### src/rtl/bbf_lane_pkg.sv
package bbf_lane_pkg;

    localparam int PERM_FW   = 8;
    localparam int MAX_LANES = 32;

    typedef logic [MAX_LANES*PERM_FW-1:0] perm_vec_t;

    // Dual-core interleave: even fields come from the first core (lower
    // half of the group), odd fields from the second core (upper half).
    function automatic perm_vec_t interleave_perm(int lanes);
        perm_vec_t v;
        v = '0;
        for (int p = 0; p < lanes && p < MAX_LANES; p++) begin
            v[p*PERM_FW +: PERM_FW] = PERM_FW'((p % 2) * (lanes / 2) + p / 2);
        end
        return v;
    endfunction

    function automatic int perm_at(perm_vec_t v, int p);
        return int'(v[p*PERM_FW +: PERM_FW]);
    endfunction

endpackage

### src/rtl/bbf_lane_demux.sv
module bbf_lane_demux
    import bbf_lane_pkg::*;
#(
    parameter int        LANES     = 8,
    parameter int        SAMP_W    = 12,
    parameter perm_vec_t LANE_PERM = interleave_perm(8)
) (
    input  logic                     clk_i,
    input  logic                     rst_ni,
    input  logic [LANES*SAMP_W-1:0]  word_i,
    output logic [LANES*SAMP_W-1:0]  lane_o
);
    localparam int IDX_W = (LANES > 1) ? $clog2(LANES) : 1;

    typedef logic [LANES-1:0][SAMP_W-1:0] lanes_t;
    typedef struct packed {
        lanes_t lane;
    } state_t;

    state_t state_d, state_q;
    lanes_t word;

    assign word = word_i;

    always_comb begin
        state_d = state_q;
        for (int p = 0; p < LANES; p++) begin
            state_d.lane[IDX_W'(perm_at(LANE_PERM, p))] = word[p];
        end
    end

    always_ff @(posedge clk_i or negedge rst_ni) begin
        if (!rst_ni) state_q <= '0;
        else         state_q <= state_d;
    end

    assign lane_o = state_q.lane;

endmodule

### src/rtl/bbf_bunch_ctr.sv
module bbf_bunch_ctr #(
    parameter int LANES    = 8,
    parameter int HARMONIC = 32,
    parameter int BIDX_W   = $clog2(HARMONIC)
) (
    input  logic                     clk_i,
    input  logic                     rst_ni,
    input  logic                     turn_mark_i,
    output logic [LANES*BIDX_W-1:0]  bunch_o
);
    localparam int GROUPS = HARMONIC / LANES;
    localparam int GRP_W  = (GROUPS > 1) ? $clog2(GROUPS) : 1;
    localparam logic [GRP_W-1:0] LAST = GRP_W'(GROUPS - 1);

    typedef struct packed {
        logic [GRP_W-1:0] grp;
    } state_t;

    state_t state_d, state_q;

    always_comb begin
        state_d = state_q;
        if (turn_mark_i || state_q.grp == LAST) state_d.grp = '0;
        else                                    state_d.grp = state_q.grp + 1'b1;
    end

    always_ff @(posedge clk_i or negedge rst_ni) begin
        if (!rst_ni) state_q <= '{grp: LAST};
        else         state_q <= state_d;
    end

    for (genvar k = 0; k < LANES; k++) begin : g_lane_idx
        assign bunch_o[k*BIDX_W +: BIDX_W] = BIDX_W'(int'(state_q.grp) * LANES + k);
    end

endmodule

### src/rtl/bbf_lane_remux.sv
module bbf_lane_remux
    import bbf_lane_pkg::*;
#(
    parameter int        LANES     = 8,
    parameter int        KICK_W    = 14,
    parameter int        TX_STAGES = 2,
    parameter perm_vec_t LANE_PERM = interleave_perm(8)
) (
    input  logic                     clk_i,
    input  logic                     rst_ni,
    input  logic [LANES*KICK_W-1:0]  kick_i,
    output logic [LANES*KICK_W-1:0]  word_o
);
    localparam int IDX_W = (LANES > 1) ? $clog2(LANES) : 1;

    typedef logic [LANES-1:0][KICK_W-1:0] word_t;
    typedef struct packed {
        logic [TX_STAGES-1:0][LANES-1:0][KICK_W-1:0] pipe;
    } state_t;

    state_t state_d, state_q;
    word_t  kick;

    assign kick = kick_i;

    always_comb begin
        state_d = state_q;
        for (int p = 0; p < LANES; p++) begin
            state_d.pipe[0][p] = kick[IDX_W'(perm_at(LANE_PERM, p))];
        end
        for (int s = 1; s < TX_STAGES; s++) begin
            state_d.pipe[s] = state_q.pipe[s-1];
        end
    end

    always_ff @(posedge clk_i or negedge rst_ni) begin
        if (!rst_ni) state_q <= '0;
        else         state_q <= state_d;
    end

    assign word_o = state_q.pipe[TX_STAGES-1];

endmodule

### src/rtl/bbf_lane_mux.sv
module bbf_lane_mux
    import bbf_lane_pkg::*;
#(
    parameter int        LANES     = 8,
    parameter int        SAMP_W    = 12,
    parameter int        KICK_W    = 14,
    parameter int        HARMONIC  = 32,
    parameter int        TX_STAGES = 2,
    parameter int        BIDX_W    = $clog2(HARMONIC),
    parameter perm_vec_t LANE_PERM = interleave_perm(LANES)
) (
    input  logic                     clk_i,
    input  logic                     rst_ni,
    input  logic [LANES*SAMP_W-1:0]  adc_word_i,
    input  logic                     turn_mark_i,
    output logic [LANES*SAMP_W-1:0]  lane_samp_o,
    output logic [LANES*BIDX_W-1:0]  lane_bunch_o,
    input  logic [LANES*KICK_W-1:0]  kick_lane_i,
    output logic [LANES*KICK_W-1:0]  dac_word_o
);

    bbf_lane_demux #(
        .LANES     (LANES),
        .SAMP_W    (SAMP_W),
        .LANE_PERM (LANE_PERM)
    ) rx_i (
        .clk_i  (clk_i),
        .rst_ni (rst_ni),
        .word_i (adc_word_i),
        .lane_o (lane_samp_o)
    );

    bbf_bunch_ctr #(
        .LANES    (LANES),
        .HARMONIC (HARMONIC),
        .BIDX_W   (BIDX_W)
    ) ctr_i (
        .clk_i       (clk_i),
        .rst_ni      (rst_ni),
        .turn_mark_i (turn_mark_i),
        .bunch_o     (lane_bunch_o)
    );

    bbf_lane_remux #(
        .LANES     (LANES),
        .KICK_W    (KICK_W),
        .TX_STAGES (TX_STAGES),
        .LANE_PERM (LANE_PERM)
    ) tx_i (
        .clk_i  (clk_i),
        .rst_ni (rst_ni),
        .kick_i (kick_lane_i),
        .word_o (dac_word_o)
    );

endmodule

### config.mk
export PLATFORM = sky130hd
export DESIGN_NAME = bbf_lane_mux
export DESIGN_NICKNAME = d
export VERILOG_FILES = /design/src/rtl/bbf_lane_pkg.sv /design/src/rtl/bbf_lane_demux.sv /design/src/rtl/bbf_bunch_ctr.sv /design/src/rtl/bbf_lane_remux.sv /design/src/rtl/bbf_lane_mux.sv
export SDC_FILE = /design/constraint.sdc
export NUM_CORES = 1
export LEC_CHECK = 0
export BUFFER_PORTS_ARGS = -buffer_cell sky130_fd_sc_hd__buf_4
export CAP_MARGIN = 15
export CORE_AREA = 2 2 176 178
export CTS_BUF_LIST = sky130_fd_sc_hd__clkbuf_8
export CTS_CLUSTER_SIZE = 8
export DETAILED_ROUTE_END_ITERATION = 16
export DIE_AREA = 0 0 178 180
export PLACE_DENSITY = 0.4
export SLEW_MARGIN = 20
export SYNTH_ARGS = -nofsm -noshare
export SYNTH_HDL_FRONTEND = slang
export SYNTH_SLANG_ARGS = --single-unit
### constraint.sdc
create_clock -name clk_i -period 1.57 [get_ports clk_i]
set_input_delay 0.157 -clock clk_i [delete_from_list [all_inputs] [get_ports clk_i]]
set_output_delay 0.157 -clock clk_i [all_outputs]
set_load 0.01 [all_outputs]
; Yosys cells after proc, flatten, opt, wreduce, memory -nomap -nowiden
; Index checks and enable logic that the tools add are counted.
[totals]
ff_bits = 162
inputBits = 211
wordCells = 24
[op_classes]
addsub = 8
n_eq_ne = 1
mux = 1
reduce_logical = 1
[op_table]
columns = cell, n
row1 = "5-bit by 3-bit adder with 5-bit output, second input constant", 4
row2 = "5-bit by 2-bit adder with 5-bit output, second input constant", 2
row3 = "5-bit by 1-bit adder with 5-bit output, second input constant", 1
row4 = "2-bit by 1-bit adder with 2-bit output, second input constant", 1
row5 = "2-bit == test, second input constant", 1
row6 = 2-bit two-way mux, 1
row7 = 1-bit logical OR, 1

; Depth between registers and ports, before layout
; Gate-level depths: netlist (run 1).
[logic_depth]
ltp_word = 3
depth_mapped = 2
ltp_nobuf = 2

; By module
; From an unflattened synthesis (run 1), not the netlist that was laid out.
[unflattened]
cells_unflattened = 311
hier_area_um2 = 5172.5
[modules_own_cells]
columns = module, instances, cells_per_inst, area_each_um2
row1 = bbf_lane_remux, 1, 169, 3226.8
row2 = bbf_lane_demux, 1, 97, 1565.3
row3 = bbf_bunch_ctr, 1, 45, 380.4

; Least setup slack after synthesis (run 1)
; Ideal clock, no wire load.
[synth_timing]
path_type = reg2reg
from = register ctr_i.state_q[0] (netlist bit)
to = register ctr_i.state_q[1] (netlist bit)
setup_time_ns = 0.079
t_arrival_ns = 0.999
t_required_ns = 1.491
path_slack_ns = 0.492
path_stages_with_launch = 3
path_buffers = 0
period_less_slack_ns = 1.078
path_cell_list = dfstp_2 > ha_1 > nor3b_2
[synth_rtl]
columns = item, line_no
row1 = start: declaration, bbf_bunch_ctr.sv:19  ; state_t state_d, state_q;
row2 = start signal: assignment, bbf_bunch_ctr.sv:28  ; if (!rst_ni) state_q <= '{grp: LAST};
row3 = start signal: assignment, bbf_bunch_ctr.sv:29  ; else state_q <= state_d;

; Final worst setup path (run 1)
[layout_timing]
from = register ctr_i.state_q[0] (netlist bit)
to = output port lane_bunch_o[18]
[layout_between]
elab_chain_cells = 1
[layout_lines]
columns = item, line_no
row1 = 5-bit by 2-bit adder with 5-bit output, bbf_bunch_ctr.sv:33  ; assign bunch_o[k*BIDX_W +: BIDX_W] = BIDX_W'(int'(state_q.grp) * LANES + k);
row2 = end: declaration, bbf_lane_mux.sv:17  ; output logic [LANES*BIDX_W-1:0] lane_bunch_o,
; Every way passes these cells.

==> results of run 1 <==
[worst paths after layout]
| check | to | slack, ns | from | depth (start not counted) |
|---|---|---|---|---|
| max | lane_bunch_o[18] | 0.18 | ctr_i.state_q[0] | 1 |
| min | tx_i.state_d[118] | 0.16 | rst_ni | 2 |
| max reg2reg | ctr_i.state_q[1] | 0.48 | ctr_i.state_q[0] | 2 |
| min reg2reg | tx_i.word_o[95] | 0.34 | tx_i.state_d[207] | 0 |
| max in group asynchronous | tx_i.word_o[93] | 0.83 | rst_ni | 3 |
| min in group clk_i | tx_i.state_d[115] | 0.34 | kick_lane_i[3] | 2 |
[power breakdown]
part | switching, mW | leakage, nW | internal, mW
sequential | 0.0765 | 1.89 | 4.39
combinational | 0.501 | 2.00 | 0.587
clock | 1.73 | 0.208 | 1.51
total | 2.31 | 4.10 | 6.49
[state kept, by name (all words and copies together), names as in the netlist]
register / count
rx_i.lane_o: 48
tx_i.state_d: 56
ctr_i.state_q: 2
tx_i.word_o: 56
[synth_stat cells (all sizes together)]
cell type,count
nor3b,1
conb,2
dfrtp,160
ha,1
nor3,1
buf,142
dfstp,2
[metrics by stage]
stage          instances  hold slack [ns]  setup slack [ns]  power, mW
2_1_floorplan        435           -0.139             0.492       5.08
3_3_place_gp         920           0.0807             0.495       5.43
5_1_grt             1057            0.152            0.0966       9.25
6_report            1057            0.160             0.181       8.80
3_5_place_dp         920           0.0733             0.480       5.43
4_1_cts             1057            0.109             0.116       8.98
[per-layer routing]
metal | track usage (%) | wire, µm | vias to the layer above
li1 | - | - | 1349
met5 | 0 | 10 | -
met4 | 3.41 | 230 | 2
met3 | 5.14 | 1780 | 19
met1 | 8.19 | 4430 | 1443
met2 | 12.3 | 5790 | 242
[kinds of logic after synthesis]
| family | synth area share, % |
|---|---|
| AND/OR/NAND/NOR | 0.436 |
| buffers and inverters | 20.6 |
| adder cells (fa/ha/maj) | 0.242 |
| other | 0.145 |
| flip-flops | 78.5 |
[what timing repair did]
action | CTS | global route
setup endpoints to repair | 0 | 0
hold buffers | 106 | 0
endpoints found under the hold margin | 266 | 0
[final cells by class]
type | instances | area share [%]
sequential | 162 | 48.8
tap | 396 | 5.96
timing repair buffer | 337 | 34.1
clock inverter | 13 | 2.02
clock buffer | 18 | 2.98
multi-input combinational | 131 | 6.20
==> impl_results.md, run 1 <==
- Critical Path Slowest Stage Cell: dfstp_2
- First-pass GRT wire length: 18.5 mm
- Crit path max fanout: 10
- Total core area: 0.0302 mm²
- # DRC: 0
- Pin count of the biggest net entering global routing: 50
- Crit path capture type: output pin
- Post-DP HPWL: 8.85 mm
- H-tree depth: 4
- Final hold vios: 0
- LEAKAGE: 4.10 nW
- Register area: 0.00406 mm²
- Routed len/inst: 11.6 µm
- Setup Skew: 0.0121 ns
- CP top delay family: flip-flops
- DRT Pass-1 Iters: 4
- FILL cells: 3095
- Minimum clock period: 1.39 ns
- Vias in the first global route: 3257
- CP max stage delay: 0.63 ns
- Pwr/cell area: 1060 mW/mm²
- Sequential area share after synthesis: 78.5%
- GR Overflow Total: 0
- Most frequent cells in the layout: buf_4 (227), dfrtp_1 (160), conb_1 (128)
- Clk sinks: 162
- Cell Area, Synth: 0.00516 mm²
- Max clock buf depth: 2
- Initial antenna violation count: 2
- Top post-synthesis cells by area: dfrtp_1 (78%), buf_4 (21%), dfstp_2 (1.0%)
- Initial Util: 17.1%
- Buf/Inv on CP: 1
- Cell row count: 64
- Peak VDD IR: 0.000555 V
- Fin util: 27.6%
- WS Path Type: flop to output pin
- P&R area growth vs syn: 61.1%
- Final Cycle Share: 88.5%
- RSZ-0062 raised after global routing: no
- CTS buffer count: 17
- DR vias/cell: 2.89
- CP Cell Sequence: buf_4
- Post-synthesis cell count: 309
- Post-synth top area share: 77.5%
- Final Cell Area: 0.00832 mm²
- Critical Path AT: 1.23 ns
- Final Setup Violations: 0
- Placer Congestion: 0.701
- Commonest non-fill, non-tap cell in the layout: buf_4
- Die Width: 178 µm
- Initial DRC count: 24
- Total wire length: 12.2 mm
- Number of synthesized register bits: 162
- Share of cells above drive strength 1: 40.2%
- All-layer global routing usage: 7.85%
- Status: complete, no violations
- Die height: 180 µm
- Die Area: 0.0320 mm²
- Cts repair resizes: 0
- Routed vias: 3055
- Syn Area/Cell: 16.7 µm²
- Multi-input logic area: 515 µm²
- Worst Setup Start Kind: flop
- Syn. warnings: 0
- Peak Freq: 720 MHz
- Critical path required time: 1.41 ns
- Placed cell area: 0.00684 mm²
- Register clock-pin slew on the reported worst setup and hold paths: 0.10 ns
- CTS tree: yes
- # port buffers: 226
- Layout Nets: 861
- Leading area contributor after synthesis: dfrtp_1
- Max cap viols: 0
- ANT cells: 0
- Clk_lat worst skew: 0.45 ns
- Clk root buf: clkbuf_8
- Worst Hold Class: primary input to async pin
- Synth cell types: 7
- Max Slew Vio Count: 0
- Setup_tns: 0 ns
- I/O Pins: 459
- DRT antenna net count: 0
- Post-CTS Setup Bufs: 0
No activity file was read; power rests on OpenSTA's default activity.
==> inputs of run 2 (changes only) <==
--- a/config.mk
+++ b/config.mk
@@ -13,6 +13,7 @@
 export DETAILED_ROUTE_END_ITERATION = 16
 export DIE_AREA = 0 0 178 180
 export PLACE_DENSITY = 0.4
+export SETUP_SLACK_MARGIN = 0.2
 export SLEW_MARGIN = 20
 export SYNTH_ARGS = -nofsm -noshare
 export SYNTH_HDL_FRONTEND = slang
==> run 2 against run 1 <==
Net effect: register-to-register slack worse by 0.09 ns; power up 0.36%; design area up 0.50%; sequential share of layout area down 0.24 points; worst setup slack better by 0.015 ns; critical path depth up 1; cell count up 0.28%; clock-buffer cell count unchanged; fmax up 1.1%; die area unchanged; critical path type unchanged.
==> impl_results.md, run 2 (synthesis results as in run 1) <==
- Status: complete, no violations (unchanged)
- Routed len/inst: 11.6 µm (about the same)
- Initial Util: 17.1% (unchanged)
- Cell row count: 64 (unchanged)
- Critical Path AT: 1.22 ns (was 1.23 ns)
- Worst Hold Class: primary input to async pin (unchanged)
- Seq pwr share: 50.5% (was 50.7%)
- CTS tree: yes (unchanged)
- Initial DRC count: 22 (was 24)
- Max cap viols: 0 (unchanged)
- Worst slack, placed: 0.480 ns (unchanged)
- Max clock buf depth: 2 (unchanged)
- FF-to-FF path depth: 3 (was 2)
- Share of cells above drive strength 1: 40.5% (was 40.2%)
- H-tree depth: 4 (unchanged)
- Clk root buf: clkbuf_8 (unchanged)
- Crit path capture type: output pin (unchanged)
- Peak Freq: 728 MHz (was 720 MHz)
- Switching Fraction: 26.2% (was 26.3%)
- Die height: 180 µm (unchanged)
- Die Width: 178 µm (unchanged)
- WS Path Type: flop to output pin (unchanged)
- Vias in the first global route: 3267 (was 3257)
- Die Area: 0.0320 mm² (unchanged)
- Max Slew Vio Count: 0 (unchanged)
- Final setup margin: 0.196 ns (was 0.181 ns)
- P&R area growth vs syn: 61.9% (was 61.1%)
- Register clock-pin slew on the reported worst setup and hold paths: 0.10 ns (about the same)
- Minimum clock period: 1.37 ns (was 1.39 ns)
- Clk_lat worst skew: 0.45 ns (about the same)
- Setup Skew: 0.0121 ns (about the same)
- I/O Pins: 459 (unchanged)
- Pwr/cell area: 1060 mW/mm² (about the same)
- # DRC: 0 (unchanged)
- Clk sinks: 162 (unchanged)
- ANT cells: 0 (unchanged)
- CTS buffer count: 17 (unchanged)
- Total core area: 0.0302 mm² (unchanged)
- Post-DP HPWL: 8.85 mm (unchanged)
- Final hold vios: 0 (unchanged)
- Initial antenna violation count: 2 (unchanged)
- Multi-input logic area: 515 µm² (unchanged)
- Placer Congestion: 0.701 (unchanged)
- DR vias/cell: 2.90 (was 2.89)
- Register area: 0.00406 mm² (unchanged)
- Worst Setup Start Kind: flop (unchanged)
- Setup_tns: 0 ns (unchanged)
- DRT Pass-1 Iters: 4 (unchanged)
- Layout Nets: 864 (was 861)
- Psw: 2.32 mW (was 2.31 mW)
- Crit path max fanout: 5 (was 10)
- FILL cells: 3094 (was 3095)
- GR Overflow Total: 0 (unchanged)
- Final Cycle Share: 87.5% (was 88.5%)
- Combinational fraction of design power: 12.8% (was 12.4%)
- Clock share of power: 36.8% (was 36.9%)
- Commonest non-fill, non-tap cell in the layout: buf_4 (unchanged)
- Power Internal: 6.51 mW (was 6.49 mW)
- Peak VDD IR: 0.000555 V (about the same)
- First-pass GRT wire length: 18.6 mm (was 18.5 mm)
- DRT antenna net count: 0 (unchanged)
- # port buffers: 226 (unchanged)
- Routed vias: 3070 (was 3055)
- Placed cell area: 0.00684 mm² (unchanged)
- LEAKAGE: 4.12 nW (was 4.10 nW)
- RSZ-0062 raised after global routing: yes (was no)
- Most frequent cells in the layout: buf_4 (225), dfrtp_1 (160), conb_1 (128) (was buf_4 (227), dfrtp_1 (160), conb_1 (128))
- All-layer global routing usage: 7.86% (was 7.85%)
- Total wire length: 12.3 mm (was 12.2 mm)
- Critical path required time: 1.41 ns (about the same)
- Final Setup Violations: 0 (unchanged)
- Pin count of the biggest net entering global routing: 50 (unchanged)
- Final Cell Area: 0.00836 mm² (was 0.00832 mm²)
## run 2: changes by cell type in the layout (fill, tap and decap cells not counted), sizes merged
cell,previous run,this run
buf,231,234
## run 2: power by group through the flow
stage / Clock [mW] / Sequential [mW] / Combinational (mW)
after floorplan: 0 / 4.61 / 0.468
after global placement: 0 / 4.54 / 0.886
after detailed placement: 0 / 4.55 / 0.883
after CTS: 3.41 / 4.47 / 1.11
after global routing: 3.57 / 4.48 / 1.24
final: 3.25 / 4.46 / 1.13
## run 2: timing repair
action	4_1_cts	5_1_grt
buffers inserted	1	2
endpoints found under the hold margin	266	0
endpoints found under the setup margin	16	16
resized for setup	0	7
hold buffers	106	0
## run 2: layout make-up
| class | count | share of cell area, % |
|---|---|---|
| Sequential cell | 162 | 48.5 |
| Tap cell | 396 | 5.93 |
| Clock inverter | 13 | 2.01 |
| Timing Repair Buffer | 340 | 34.4 |
| Multi-Input combinational cell | 131 | 6.17 |
| Clock buffer | 18 | 2.96 |
## run 2: critical path, stage by stage, from the launching register on
cell     delay, ns
dfstp_2       0.55
buf_6         0.11
buf_4         0.11
## run 2: routing by layer
layer  vias to the layer above  track usage, %  wire (µm)
met4                         2            3.41        230
met3                        19            5.14       1780
met1                      1451            8.20       4460
met5                         -               0         10
li1                       1356               -          -
met2                       242            12.4       5820
## run 2: final timing paths
check / start / slack [ns] / end
setup / recovery: ctr_i.state_q[1] / 0.20 / lane_bunch_o[4]
hold / removal: rst_ni / 0.16 / tx_i.state_d[118]
setup reg to reg: ctr_i.state_q[0] / 0.39 / ctr_i.state_q[1]
hold reg to reg: tx_i.state_d[207] / 0.34 / tx_i.word_o[95]
max in group asynchronous: rst_ni / 0.83 / tx_i.word_o[93]
min in group clk_i: kick_lane_i[3] / 0.34 / tx_i.state_d[115]
## run 2: stage by stage
step / hold slack [ns] / power, mW / instances / util, %
floorplan: -0.139 / 5.08 / 435 / -
global placement: 0.0807 / 5.43 / 920 / 22.7
detailed placement: 0.0733 / 5.43 / 920 / 22.7
CTS: 0.109 / 8.99 / 1058 / 27.6
global route: 0.152 / 9.29 / 1060 / 27.7
finish: 0.160 / 8.83 / 1060 / 27.7
==> inputs of run 3 (changes only) <==
--- a/config.mk
+++ b/config.mk
@@ -7,12 +7,12 @@
 export LEC_CHECK = 0
 export BUFFER_PORTS_ARGS = -buffer_cell sky130_fd_sc_hd__buf_4
 export CAP_MARGIN = 15
-export CORE_AREA = 2 2 176 178
+export CORE_AREA = 2 2 178 180
 export CTS_BUF_LIST = sky130_fd_sc_hd__clkbuf_8
 export CTS_CLUSTER_SIZE = 8
 export DETAILED_ROUTE_END_ITERATION = 16
-export DIE_AREA = 0 0 178 180
-export PLACE_DENSITY = 0.4
+export DIE_AREA = 0 0 180 182
+export PLACE_DENSITY = 0.39
 export SETUP_SLACK_MARGIN = 0.2
 export SLEW_MARGIN = 20
 export SYNTH_ARGS = -nofsm -noshare
==> constraint.sdc (replaced) <==
create_clock -name clk_i -period 1.3 [get_ports clk_i]
set_input_delay 0.13 -clock clk_i [delete_from_list [all_inputs] [get_ports clk_i]]
set_output_delay 0.13 -clock clk_i [all_outputs]
set_load 0.01 [all_outputs]
==> run 3 against run 2 <==
Net effect: the run now ends with setup timing left; sequential power increased by 21%; worst hold slack got worse by 0.038 ns; clock power increased by 16%; sequential share of layout area decreased by 2.6 points; largest cell class unchanged; largest power group unchanged.
==> impl_results.md, run 3 (synthesis results as in run 1) <==
- Status: finished with violations (was complete, no violations)
- Violated checks: setup timing
- RSZ-0062 raised after global routing: yes (unchanged)
- Final hold vios: 0 (unchanged)
- Max cap viols: 0 (unchanged)
- Worst Hold Class: primary input to async pin (unchanged)
- Max clock buf depth: 2 (unchanged)
- DRT Pass-1 Iters: 4 (unchanged)
- Post-DP HPWL: 9.02 mm (was 8.85 mm)
- Clk sinks: 162 (unchanged)
- # port buffers: 226 (unchanged)
- DR vias/cell: 2.88 (was 2.90)
- Final Cycle Share: 107%
- Clk_lat worst skew: 0.47 ns (was 0.45 ns)
- Die Area: 0.0328 mm² (was 0.0320 mm²)
- Initial Util: 16.7% (was 17.1%)
- Multi-input logic area: 515 µm² (unchanged)
- Final setup margin: -0.0962 ns (was 0.196 ns)
- Cell row count: 65 (was 64)
- Critical Path AT: 1.27 ns (was 1.22 ns)
- Register clock-pin slew on the reported worst setup and hold paths: 0.09 ns (was 0.10 ns)
- Routed len/inst: 11.9 µm (was 11.6 µm)
- Vias in the first global route: 3237 (was 3267)
- GR Overflow Total: 0 (unchanged)
- Total core area: 0.0310 mm² (was 0.0302 mm²)
- Critical path required time: 1.17 ns (was 1.41 ns)
- P&R area growth vs syn: 71.0% (was 61.9%)
- Worst hold slack: 0.122 ns (was 0.160 ns)
- Max Slew Vio Count: 0 (unchanged)
- Total Power: 10.7 mW (was 8.83 mW)
- Die Width: 180 µm (was 178 µm)
- Final Setup Violations: 16 (was 0)
- H-tree depth: 4 (unchanged)
- WS Path Type: flop to output pin (unchanged)
- Peak VDD IR: 0.000465 V (was 0.000555 V)
- CTS buffer count: 17 (unchanged)
- I/O Pins: 459 (unchanged)
- Initial DRC count: 74 (was 22)
- Total wire length: 12.8 mm (was 12.3 mm)
- Die height: 182 µm (was 180 µm)
- DRT antenna net count: 0 (unchanged)
- Fin util: 28.5% (was 27.7%)
- Clk root buf: clkbuf_8 (unchanged)
- Pin count of the biggest net entering global routing: 35 (was 50)
- First-pass GRT wire length: 19.0 mm (was 18.6 mm)
- ANT cells: 0 (unchanged)
- All-layer global routing usage: 7.98% (was 7.86%)
- Setup Skew: 0.0194 ns (was 0.0121 ns)
- LEAKAGE: 4.28 nW (was 4.12 nW)
- Crit path capture type: output pin (unchanged)
- # DRC: 0 (unchanged)
- Initial antenna violation count: 1 (was 2)
- Worst Setup Start Kind: flop (unchanged)
- Minimum clock period: 1.40 ns
- Routed vias: 3087 (was 3070)
- Crit path max fanout: 5 (unchanged)
- Peak Freq: 716 MHz
- Register area: 0.00406 mm² (unchanged)
- Pwr/cell area: 1210 mW/mm² (was 1060 mW/mm²)
- Most frequent cells in the layout: dfrtp_1 (160), conb_1 (128), buf_6 (121) (was buf_4 (225), dfrtp_1 (160), conb_1 (128))
- Share of cells above drive strength 1: 41.1% (was 40.5%)
- CTS tree: yes (unchanged)
- Commonest non-fill, non-tap cell in the layout: dfrtp_1 (was buf_4)
- Placer Congestion: 0.679 (was 0.701)
- Layout Nets: 870 (was 864)
- FILL cells: 3170 (was 3094)
==> run 3: cell types whose count changed in the layout (fill, tap and decap cells not counted), sizes merged <==
cell / before / now
buf: 234 / 240
bufinv: 2 / 1
clkbuf: 18 / 19
clkinv: 3 / 5
inv: 7 / 6
==> run 3: repair_timing <==
action	4_1_cts	5_1_grt
hold buffers	106	0
buffers inserted	4	1
endpoints found under the setup margin	120	122
gates resized for setup	112	11
gates cloned	0	1
hold endpoints to repair	268	0
==> run 3: area by class of cell <==
cell class / instances / area share, %
well taps: 402 / 5.69
repair buffers: 346 / 38.0
flip-flops and latches: 162 / 45.9
clock inverters: 13 / 1.61
multi-input cells: 131 / 5.84
clock buffers: 19 / 2.96
==> run 3: worst paths after layout <==
check | from | to | slack [ns] | cells past startpoint
max reg2reg | ctr_i.state_q[1] | ctr_i.state_q[1] | 0.14 | 4
min in group clk_i | adc_word_i[50] | rx_i.lane_o[26] | 0.30 | 2
max in group asynchronous | rst_ni | tx_i.state_d[141] | 0.62 | 3
min | rst_ni | tx_i.state_d[122] | 0.12 | 2
min reg2reg | tx_i.state_d[171] | tx_i.word_o[59] | 0.34 | 0
max | ctr_i.state_q[0] | lane_bunch_o[38] | -0.1 | 2
==> run 3: layer usage <==
metal	track usage (%)	share of wire, %	vias up	routed length (µm)
met5	0	0.10	-	13
met4	3.90	2.0	2	255
met3	3.51	9.1	16	1160
met2	12.6	49	198	6290
met1	9.24	40	1499	5070
li1	-	-	1372	-
==> run 3: metrics by stage <==
| step | cells | worst slack, ns | instance area (µm²) | TNS, ns |
|---|---|---|---|---|
| 6_report | 1073 | -0.0962 | 8830 | -1.15 |
| 5_1_grt | 1073 | -0.182 | 8830 | -2.58 |
| 4_1_cts | 1071 | -0.156 | 8780 | -2.16 |
| 3_5_place_dp | 929 | 0.220 | 6870 | 0 |
| 3_3_place_gp | 929 | 0.251 | 6870 | 0 |
| 2_1_floorplan | 435 | 0.222 | 5640 | 0 |
==> run 3: critical path: stages, from the launching register on <==
cell and delay, ns:
dfstp_2 0.57, buf_6 0.12, buf_4 0.11
==> run 3: report_power, final <==
group / internal (mW) / leakage [nW] / switching [mW]
Combinational: 0.885 / 2.19 / 0.642
Sequential: 5.30 / 1.89 / 0.106
Clock: 1.69 / 0.204 / 2.08
Total: 7.87 / 4.28 / 2.83
